$ cat src/rtl/bsl_pkg.sv
package bsl_pkg;
    localparam int THR_W  = 11;
    localparam int DROP_W = 16;
    localparam int BLK_W  = 6;

    typedef enum logic [1:0] {
        ADDR_LIM_HI  = 2'd0,
        ADDR_LIM_LO  = 2'd1,
        ADDR_DROP_LO = 2'd2,
        ADDR_DROP_HI = 2'd3
    } reg_addr_e;

    localparam logic [THR_W-1:0] LIM_RESET = 11'h063;
endpackage

$ cat src/rtl/bsl_window_timer.sv
module bsl_window_timer #(
    parameter int unsigned CLK_HZ  = 125_000_000,
    parameter int unsigned FAST_MS = 67,
    parameter int unsigned SLOW_MS = 500
) (
    input  logic clk,
    input  logic rst_n,
    input  logic slow_i,
    output logic tick_o
);
    localparam int unsigned LEN_FAST = CLK_HZ / 1000 * FAST_MS;
    localparam int unsigned LEN_SLOW = CLK_HZ / 1000 * SLOW_MS;
    localparam int unsigned LEN_MAX  = (LEN_SLOW > LEN_FAST) ? LEN_SLOW : LEN_FAST;
    localparam int TMR_W = (LEN_MAX > 1) ? $clog2(LEN_MAX) : 1;
    localparam logic [TMR_W-1:0] END_FAST = TMR_W'(LEN_FAST - 1);
    localparam logic [TMR_W-1:0] END_SLOW = TMR_W'(LEN_SLOW - 1);

    typedef struct packed {
        logic [TMR_W-1:0] tmr;
        logic             slow;
    } tmr_st_t;

    tmr_st_t st_d, st_q;
    logic    change;
    logic    at_end;

    always_comb begin
        st_d      = st_q;
        change    = (slow_i != st_q.slow);
        at_end    = (st_q.tmr == (slow_i ? END_SLOW : END_FAST));
        st_d.slow = slow_i;
        if (change || at_end) begin
            st_d.tmr = '0;
        end else begin
            st_d.tmr = st_q.tmr + 1'b1;
        end
        tick_o = at_end && !change;
    end

    always_ff @(posedge clk) begin
        if (!rst_n) begin
            st_q <= '0;
        end else begin
            st_q <= st_d;
        end
    end
endmodule

$ cat src/rtl/bsl_regfile.sv
module bsl_regfile
    import bsl_pkg::*;
(
    input  logic              clk,
    input  logic              rst_n,
    input  logic              we_i,
    input  logic [1:0]        addr_i,
    input  logic [7:0]        wdata_i,
    output logic [7:0]        rdata_o,
    input  logic              tick_i,
    input  logic              drop_i,
    output logic [THR_W-1:0]  lim_eff_o,
    output logic [THR_W-1:0]  lim_act_o,
    output logic [DROP_W-1:0] drop_cnt_o
);
    localparam int HI_W = THR_W - 8;

    typedef struct packed {
        logic [HI_W-1:0]   stg_hi;
        logic [7:0]        stg_lo;
        logic [THR_W-1:0]  act;
        logic [DROP_W-1:0] drops;
    } reg_st_t;

    reg_st_t          st_d, st_q;
    logic [THR_W-1:0] staged;

    always_comb begin
        st_d   = st_q;
        staged = {st_q.stg_hi, st_q.stg_lo};
        if (we_i) begin
            case (reg_addr_e'(addr_i))
                ADDR_LIM_HI: st_d.stg_hi = wdata_i[HI_W-1:0];
                ADDR_LIM_LO: st_d.stg_lo = wdata_i;
                default: ;
            endcase
        end
        if (tick_i) begin
            st_d.act = staged;
        end
        if (drop_i && (st_q.drops != {DROP_W{1'b1}})) begin
            st_d.drops = st_q.drops + 1'b1;
        end
        lim_eff_o = tick_i ? staged : st_q.act;
        case (reg_addr_e'(addr_i))
            ADDR_LIM_HI:  rdata_o = {{(8-HI_W){1'b0}}, st_q.stg_hi};
            ADDR_LIM_LO:  rdata_o = st_q.stg_lo;
            ADDR_DROP_LO: rdata_o = st_q.drops[7:0];
            default:      rdata_o = st_q.drops[15:8];
        endcase
    end

    assign lim_act_o  = st_q.act;
    assign drop_cnt_o = st_q.drops;

    always_ff @(posedge clk) begin
        if (!rst_n) begin
            st_q.stg_hi <= LIM_RESET[THR_W-1:8];
            st_q.stg_lo <= LIM_RESET[7:0];
            st_q.act    <= LIM_RESET;
            st_q.drops  <= '0;
        end else begin
            st_q <= st_d;
        end
    end
endmodule

$ cat src/rtl/bsl_block_meter.sv
module bsl_block_meter
    import bsl_pkg::*;
(
    input  logic             clk,
    input  logic             rst_n,
    input  logic             sof_i,
    input  logic             bcast_i,
    input  logic             byte_vld_i,
    input  logic             eof_i,
    input  logic             tick_i,
    input  logic [THR_W-1:0] lim_eff_i,
    output logic             dec_valid_o,
    output logic             dec_accept_o,
    output logic             drop_o,
    output logic [THR_W-1:0] blk_cnt_o
);
    typedef struct packed {
        logic [THR_W-1:0] cnt;
        logic [BLK_W-1:0] off;
        logic             trk;
        logic             dv;
        logic             da;
    } mtr_st_t;

    mtr_st_t          st_d, st_q;
    logic [THR_W-1:0] base;
    logic [BLK_W-1:0] off_eff;
    logic             accept_now;
    logic             trk_eff;
    logic             inc;

    always_comb begin
        st_d       = st_q;
        base       = tick_i ? '0 : st_q.cnt;
        accept_now = !bcast_i || (base < lim_eff_i);
        trk_eff    = sof_i ? (bcast_i && accept_now) : st_q.trk;
        off_eff    = sof_i ? '0 : st_q.off;
        inc        = byte_vld_i && trk_eff && (off_eff == '0);
        st_d.cnt   = (inc && (base != {THR_W{1'b1}})) ? base + 1'b1 : base;
        st_d.off   = byte_vld_i ? off_eff + 1'b1 : off_eff;
        st_d.trk   = trk_eff && !(eof_i && byte_vld_i);
        st_d.dv    = sof_i;
        st_d.da    = sof_i && accept_now;
        drop_o     = sof_i && !accept_now;
    end

    assign dec_valid_o  = st_q.dv;
    assign dec_accept_o = st_q.da;
    assign blk_cnt_o    = st_q.cnt;

    always_ff @(posedge clk) begin
        if (!rst_n) begin
            st_q <= '0;
        end else begin
            st_q <= st_d;
        end
    end
endmodule

$ cat src/rtl/bcast_storm_limiter.sv
module bcast_storm_limiter
    import bsl_pkg::*;
#(
    parameter int unsigned CLK_HZ  = 125_000_000,
    parameter int unsigned FAST_MS = 67,
    parameter int unsigned SLOW_MS = 500
) (
    input  logic       clk,
    input  logic       rst_n,
    input  logic       rx_sof,
    input  logic       rx_bcast,
    input  logic       rx_byte_vld,
    input  logic       rx_eof,
    input  logic       speed_10m,
    input  logic       reg_we,
    input  logic [1:0] reg_addr,
    input  logic [7:0] reg_wdata,
    output logic [7:0] reg_rdata,
    output logic       dec_valid,
    output logic       dec_accept
);
    logic              win_tick;
    logic              drop_pulse;
    logic [THR_W-1:0]  lim_eff;
    logic [THR_W-1:0]  thr_act;
    logic [THR_W-1:0]  blk_cnt;
    logic [DROP_W-1:0] drop_cnt;

    bsl_window_timer #(
        .CLK_HZ (CLK_HZ),
        .FAST_MS(FAST_MS),
        .SLOW_MS(SLOW_MS)
    ) u_timer (
        .clk   (clk),
        .rst_n (rst_n),
        .slow_i(speed_10m),
        .tick_o(win_tick)
    );

    bsl_regfile u_regs (
        .clk       (clk),
        .rst_n     (rst_n),
        .we_i      (reg_we),
        .addr_i    (reg_addr),
        .wdata_i   (reg_wdata),
        .rdata_o   (reg_rdata),
        .tick_i    (win_tick),
        .drop_i    (drop_pulse),
        .lim_eff_o (lim_eff),
        .lim_act_o (thr_act),
        .drop_cnt_o(drop_cnt)
    );

    bsl_block_meter u_meter (
        .clk         (clk),
        .rst_n       (rst_n),
        .sof_i       (rx_sof),
        .bcast_i     (rx_bcast),
        .byte_vld_i  (rx_byte_vld),
        .eof_i       (rx_eof),
        .tick_i      (win_tick),
        .lim_eff_i   (lim_eff),
        .dec_valid_o (dec_valid),
        .dec_accept_o(dec_accept),
        .drop_o      (drop_pulse),
        .blk_cnt_o   (blk_cnt)
    );
endmodule

$ cat config.mk
export PLATFORM = sky130hd
export DESIGN_NAME = bcast_storm_limiter
export DESIGN_NICKNAME = d
export VERILOG_FILES = /design/src/rtl/bsl_pkg.sv /design/src/rtl/bsl_window_timer.sv /design/src/rtl/bsl_regfile.sv /design/src/rtl/bsl_block_meter.sv /design/src/rtl/bcast_storm_limiter.sv
export SDC_FILE = /design/constraint.sdc
export NUM_CORES = 1
export LEC_CHECK = 0
export ABC_CLOCK_PERIOD_IN_PS = 13150
export BUFFER_PORTS_ARGS = -buffer_cell sky130_fd_sc_hd__buf_4
export CORE_UTILIZATION = 23
export CTS_BUF_LIST = sky130_fd_sc_hd__clkbuf_16
export CTS_CLUSTER_DIAMETER = 30
export DETAILED_ROUTE_END_ITERATION = 8
export GPL_ROUTABILITY_DRIVEN = 0
export GPL_TIMING_DRIVEN = 0
export PLACE_DENSITY = 0.44
export SYNTH_ARGS = -nofsm -noshare
export SYNTH_HDL_FRONTEND = slang
export SYNTH_SLANG_ARGS = --single-unit
$ cat constraint.sdc
create_clock -name clk -period 13.15 [get_ports clk]
set_clock_uncertainty 0.15 [all_clocks]
set_input_delay 1.9725 -clock clk [delete_from_list [all_inputs] [get_ports clk]]
set_output_delay 1.9725 -clock clk [all_outputs]
set_load 0.01 [all_outputs]
Word-level counts from Yosys, hierarchy flattened --
Cells that the tools add are included. W data, S select, Z words.
Cells by class: $add $sub $neg 4, magnitude comparators 1, equal/unequal tests 6, muxes and demuxes 8, bitwise logic cells 1, reduce and logical (&&, ||, !) cells 21
Operator list (count):
- $mux W11 | 3
- $add A26 B1 Y26 const B | 1
- $eq A26 B26 Y1 | 1
- $mux W26 | 1
- $pmux W8 S3 | 1
- $add A16 B1 Y16 const B | 1
- $ne A16 B16 Y1 const B | 1
- $mux W6 | 2
- $add A11 B1 Y11 const B | 1
- $lt A11 B11 Y1 | 1
- $ne A11 B11 Y1 const B | 1
- $logic_and A1 B1 Y1 | 10
- $add A6 B1 Y6 const B | 1
- $logic_not A6 Y1 | 1
- $logic_not A1 Y1 | 4
- $reduce_and A2 Y1 | 2
- $eq A2 B1 Y1 const B | 1
- $eq A2 B2 Y1 const B | 1
- $logic_not A2 Y1 | 1
- $logic_or A1 B1 Y1 | 2
- $reduce_or A2 Y1 | 1
- $mux W1 | 1
- $ne A1 B1 Y1 | 1
- $not A1 Y1 | 1
Storage, ports and cells: flip-flop bits (word level) 85, bits of input ports 18, output and inout port bits 10, logic and storage cells 52

Logic depth before layout (Yosys ltp) --
word-level depth 12, gate-level depth with buffers 16, gate-level depth less buffers 13

Cells and area by module --
Synthesis repeated with hierarchy kept, for this count alone.
Second synthesis, totals: cell total of the unflattened synthesis 564, area total of the unflattened synthesis 5053.6 um2
Modules (own cells, without submodules):
- bsl_regfile | instances 1, cells an instance 207, area an instance 2024.4 um2, seq. area each 760.7 um2
- bsl_block_meter | instances 1, cells an instance 204, area an instance 1642.8 um2, seq. area each 400.4 um2
- bsl_window_timer | instances 1, cells an instance 153, area an instance 1386.3 um2, seq. area each 540.5 um2

Least setup slack after synthesis --
OpenSTA, ideal clock, no wires.
path kind in2reg, start point input speed_10m, end point register u_meter.st_q, in the netlist u_meter.blk_cnt_o[9], setup time 123 ps, data arrival time 5376 ps, required time 12877 ps, slack 7502 ps, cell stages on the path 13, path buffers 2, cells stage by stage and4bb_1 and4b_4 o211ai_1 clkbuf_1 buf_2 mux2i_1 ha_1 nand4_1 a2111oi_0 o41ai_4 o211a_2 and4_1 mux2i_1
On the way: cells in the longest elaborated chain, start to end 12, elaborated cells on any way between the ends 17, classes of those cells add/sub: 1; order compare: 1; eq/ne: 3; mux: 5; reduce/logical: 7
RTL lines:
- from (decl) | RTL line bcast_storm_limiter.sv:14 | input logic speed_10m,
- $mux W26 or $ne A1 B1 Y1 (tied branches) | RTL line bsl_window_timer.sv:30, bsl_window_timer.sv:29
- $eq A26 B26 Y1 or $logic_not A1 Y1 (tied branches) | RTL line bsl_window_timer.sv:30, bsl_window_timer.sv:37
- $logic_and A1 B1 Y1 (*) | RTL line bsl_window_timer.sv:37 | tick_o = at_end && !change;
- $mux W11, on equally long branches | RTL line bsl_block_meter.sv:34, bsl_regfile.sv:44
- $lt A11 B11 Y1 | RTL line bsl_block_meter.sv:35 | accept_now = !bcast_i || (base < lim_eff_i);
- $logic_or A1 B1 Y1 | RTL line bsl_block_meter.sv:35
- $logic_and A1 B1 Y1 | RTL line bsl_block_meter.sv:36 | trk_eff = sof_i ? (bcast_i && accept_now) : st_q.trk;
- $mux W1 | RTL line bsl_block_meter.sv:36
- $logic_and A1 B1 Y1 (2 in series) | RTL line bsl_block_meter.sv:38 | inc = byte_vld_i && trk_eff && (off_eff == '0);
- $logic_and A1 B1 Y1 | RTL line bsl_block_meter.sv:39 | st_d.cnt = (inc && (base != {THR_W{1'b1}})) ? base + 1'b1 : base;
- $mux W11 (*) | RTL line bsl_block_meter.sv:39
- to (signal assigned) | RTL line bsl_block_meter.sv:55 | st_q <= st_d;
- to (decl) | RTL line bsl_block_meter.sv:25 | mtr_st_t st_d, st_q;
Every way passes the cells marked *; elsewhere a longest branch is shown, timed or not. A chain may end at the register's enable or synchronous reset.

Worst setup path in the final report --
start point input speed_10m, end point register u_regs.st_q, in the netlist u_regs.drop_cnt_o[5]
On the way: cells in the longest elaborated chain, start to end 9, elaborated cells on any way between the ends 12, classes of those cells order compare: 1; eq/ne: 2; mux: 3; reduce/logical: 6
RTL lines:
- $mux W26 or $ne A1 B1 Y1 (tied branches) | RTL line bsl_window_timer.sv:30, bsl_window_timer.sv:29
- $eq A26 B26 Y1 or $logic_not A1 Y1 (tied branches) | RTL line bsl_window_timer.sv:30, bsl_window_timer.sv:37
- $logic_and A1 B1 Y1 (*) | RTL line bsl_window_timer.sv:37
- $mux W11, on equally long branches | RTL line bsl_block_meter.sv:34, bsl_regfile.sv:44
- $lt A11 B11 Y1 (*) | RTL line bsl_block_meter.sv:35
- $logic_or A1 B1 Y1 (*) | RTL line bsl_block_meter.sv:35
- $logic_not A1 Y1 (*) | RTL line bsl_block_meter.sv:44 | drop_o = sof_i && !accept_now;
- $logic_and A1 B1 Y1 (*) | RTL line bsl_block_meter.sv:44
- $logic_and A1 B1 Y1 (*) | RTL line bsl_regfile.sv:41 | if (drop_i && (st_q.drops != {DROP_W{1'b1}})) begin
- to (signal assigned) | RTL line bsl_regfile.sv:63 | st_q <= st_d;
- to (decl) | RTL line bsl_regfile.sv:25 | reg_st_t st_d, st_q;
Marks and branches as above.

==> results by group <==
Die
  • Total core area: 18,800 sq um
  • Die Wd: around 140 um
  • Die ar.: between 15,000 and 20,000 sq um
  • Starting Density: a little under a quarter
  • Top Ports: 28
  • Die boundary height: roughly 140 um
  • Core Rows: 50

Synthesis
  • Asr flop ratio synth: 0%
  • Yosys warnings: 0
  • Sequential share of the synthesized area: between 30 and 40%
  • Post-synthesis sequential element count: 85
  • Synthesized Nets: between 500 and 600
  • Yosys top cell by area: dfxtp_1
  • Most used DFF post-synth: dfxtp_1
  • Mean post-synth cell area: 8.81 sq um
  • Cells after Synth: ~500
  • Largest cells by area after synthesis: dfxtp_1 (38%), mux2i_1 (6.1%), nor2_1 (6.0%)
  • Post-synth EDFFs: 0
  • Synthesized area: around 4400 sq um
  • Synth top area share: around two fifths
  • Synth cell types: 60

Pwr
  • P_int: between 0.4 and 0.5 mW
  • PwrDens: between 100 and 150 nW/um^2
  • Sequential Power Share: between 40% and 50%
  • VDD IR max: 59.9 uV
  • Psw: 0.132 mW
  • Sw Ratio: a little under a quarter
  • Share of total power in combinational logic: under 10%
  • Clock power share: between 40% and 50%
  • Pleak: just under 2 nW

Setup path
  • CP arrival: approximately 6.5 ns
  • R2r setup slk: between 7 and 8 ns
  • Req. time, crit path: ~13 ns
  • Crit-path most repeated cell: buf_2
  • Critical path buffers and inverters: 4
  • Cell Chain, Critical Path: buf_4 -> and4bb_1 -> and4b_4 -> o211ai_1 -> clkbuf_1 -> buf_2 -> mux2i_1 -> ha_1 -> nand2_1 -> o21ai_0 -> a221oi_1 -> nor3_1 -> nor2_2 -> buf_2 -> o31ai_1 -> a21oi_1
  • Worst reg2reg endpoint: u_regs.drop_cnt_o[5]
  • Slowest stage delay, CP: 0.69 ns
  • R2R depth: 15
  • Critical path peak fanout: 10
  • Critical path class: input port to flip-flop
  • Delay-heaviest family, CP: compound AO/OA/AOI/OAI gates
  • CP max-delay cell: nor3_1
  • Worst R2R Start: u_timer.st_q[10]
  • Critical Path Sink Type: flip-flop
  • Startpoint Class: input port

Drt
  • Total routed wirelength: ~11 mm
  • Detailed Routing Iterations Pass 1: 5
  • DRT iter0 DRCs: 174
  • ANT nets after route: 0
  • Routed WL per cell: approximately 15 um
  • Via density: around 4.8
  • Detailed-route via count: 3,724
  • Drt drc: 0

Timing
  • Setup TNS: 0 ns
  • Slew Limit Fails: 0
  • Slew @ Worst Pin: about 0.95 ns
  • Slew HR: between 30% and 40%
  • Post-route clock period utilization: roughly half
  • Final setup fails: 0
  • Final Hold Viols: 0
  • Unrepaired setup endpoints after global routing: false
  • Fmax: 0.155 GHz
  • Post-route minimum period: about 6.5 ns

Final layout
  • Ratio of cells with drive above 1 in the final layout: a little under an eighth
  • Nets: 571
  • Non-Filler Instances: 777
  • Inserted Diodes: 0
  • Area grow syn2layout: 18.2%
  • Final instance area: about 5200 sq um

Flow run
  • # Max-Cap Violations: 0

GRT
  • Grt ovf: 0
  • Number of global-route vias before repair: between 3,000 and 4,000
  • Largest net degree at the start of global routing: 16
  • Total Routing Usage GR: a little under an eighth
  • First-pass GRT wire length: between 15 and 20 mm
  • Initial antenna violation count: 0

Clock network
  • Cts bufs inserted: 9
  • Clock Path Buffers: 2
  • Root Driver: clkbuf_16
  • Setup repair bufs after CTS: 0
  • Clk_lat worst skew: around 0.35 ns
  • CTS clk-pin slew, worst paths: 0.06 ns
  • Sinks on Clock Net: 85
  • # resized after CTS: 0
  • Hold buffers post-CTS: 0
  • CTS H-tree depth: 3
  • CTS tree: built

Worst hold path
  • Hold_sp: u_timer.st_q[1]
  • Hold path depth: 1
  • Hold path endpoint: u_timer.st_q[1]
  • Hold Path Class: flip-flop to flip-flop

Placement
  • Port Buffers: 25
  • Dpl hpwl: around 8.5 mm
  • Placed Cells: ~760
  • Post-placement cell area: around 4900 sq um

Run status
  • Status: finished clean
worst max-delay path by stage:
stage	slack, ns	cells past startpoint	end	start
6_report	6.70	16	u_regs.drop_cnt_o[5]	speed_10m
5_1_grt	6.30	16	u_regs.drop_cnt_o[5]	speed_10m
4_1_cts	6.65	16	u_regs.drop_cnt_o[5]	speed_10m
3_5_place_dp	6.31	16	u_regs.drop_cnt_o[14]	speed_10m
3_3_place_gp	6.36	16	u_regs.drop_cnt_o[14]	speed_10m
2_1_floorplan	7.50	13	u_meter.blk_cnt_o[9]	speed_10m
worst register-to-register path: cells and delay by family (launching register included):
kind / cells / cell delay, ns
muxes: 1 / 0.27
adders and majority gates: 1 / 0.20
AOI/OAI and AO/OA: 5 / 1.37
DFF: 1 / 0.43
buffers and inverters: 3 / 1.21
and+or+nand+nor: 5 / 1.40
per-stage QoR:
step	util [%]	power, mW	setup WS (ns)	hold WS, ns
floorplan	-	0.287	7.50	0.263
global placement	26.1	0.300	6.36	0.278
detailed placement	26.1	0.300	6.31	0.281
CTS	27.9	0.582	6.65	0.292
global route	27.9	0.595	6.30	0.313
finish	27.9	0.572	6.70	0.290
cell families (layout without fill, tap and decap cells):
family          count (synthesis)  count (layout)  synth area share, %
simple gates                  228             228                 26.6
fa+ha+maj                      15              15                 4.24
xor+xnor                       33              33                 6.53
buf+inv                        33              74                 3.08
mux                            35              35                 8.91
compound gates                 73              73                 12.2
flops                          85              85                 38.5
power groups by stage:
stage / registers, mW / clock network, mW / logic [mW]
after global placement: 0.268 / 0 / 0.0315
after CTS: 0.262 / 0.287 / 0.0320
after global routing: 0.262 / 0.298 / 0.0346
after floorplan: 0.267 / 0 / 0.0193
after detailed placement: 0.268 / 0 / 0.0319
final: 0.262 / 0.278 / 0.0314
cell usage in the layout (no fill, tap or decap), drive strengths merged, types with 13 or more instances in the layout:
| cell type | count |
|---|---|
| a21oi | 18 |
| and2 | 14 |
| buf | 31 |
| clkbuf | 23 |
| dfxtp | 85 |
| ha | 15 |
| inv | 14 |
| mux2i | 27 |
| nand2 | 43 |
| nand3 | 20 |
| nor2 | 72 |
| nor3 | 13 |
| o21ai | 15 |
| xnor2 | 16 |
| xor2 | 17 |
sequential cells by signal, indices dropped and copies added (netlist names):
name and count:
u_regs.lim_act_o 11, u_regs.st_q 11, u_regs.drop_cnt_o 16, u_meter.dec_valid_o 1
u_timer.st_q 27, u_meter.st_q 7, u_meter.blk_cnt_o 11, u_meter.dec_accept_o 1
cell usage after synthesis (all sizes together) (2+ instances only):
cell     instances
a21oi           18
o211ai           5
nor2            72
mux2i           27
mux2             5
o21ai           15
nor3b            2
nand4b           2
xnor2           16
nor4             5
a22o             5
xor2            17
ha              15
a2111oi          2
buf              6
nand4           12
a211oi           3
and3             4
inv             13
and2            14
nor2b            3
nand3           20
clkbuf          14
or2              2
or4              8
and4             6
o211a            3
o2111ai          2
nor3            13
or3              8
dfxtp           85
a311oi           2
nand2           43
o31ai            9
mux4             3
and4bb           4
nand2b           7
final cells by class:
type | instances | area (sq um)
Clock inverter | 7 | 98.8
Inverter | 13 | 48.8
Multi-Input combinational cell | 384 | 2590
Fill cell | 2029 | 13500
Sequential cell | 85 | 1700
Clock buffer | 9 | 225
Tap cell | 234 | 293
Timing Repair Buffer | 25 | 188
Buffer | 20 | 87.6
metal layers:
| layer | up-vias | wire length [um] | global-route usage (%) | part of all wire [%] |
|---|---|---|---|---|
| met4 | 0 | 158 | 4.23 | 1.4 |
| met1 | 1770 | 5480 | 14.7 | 49 |
| met2 | 64 | 5240 | 19.8 | 46 |
| met5 | - | 0 | 0 | 0 |
| met3 | 12 | 407 | 2.85 | 3.6 |
| li1 | 1878 | - | - | - |
No activity file was read; power rests on OpenSTA's default activity.
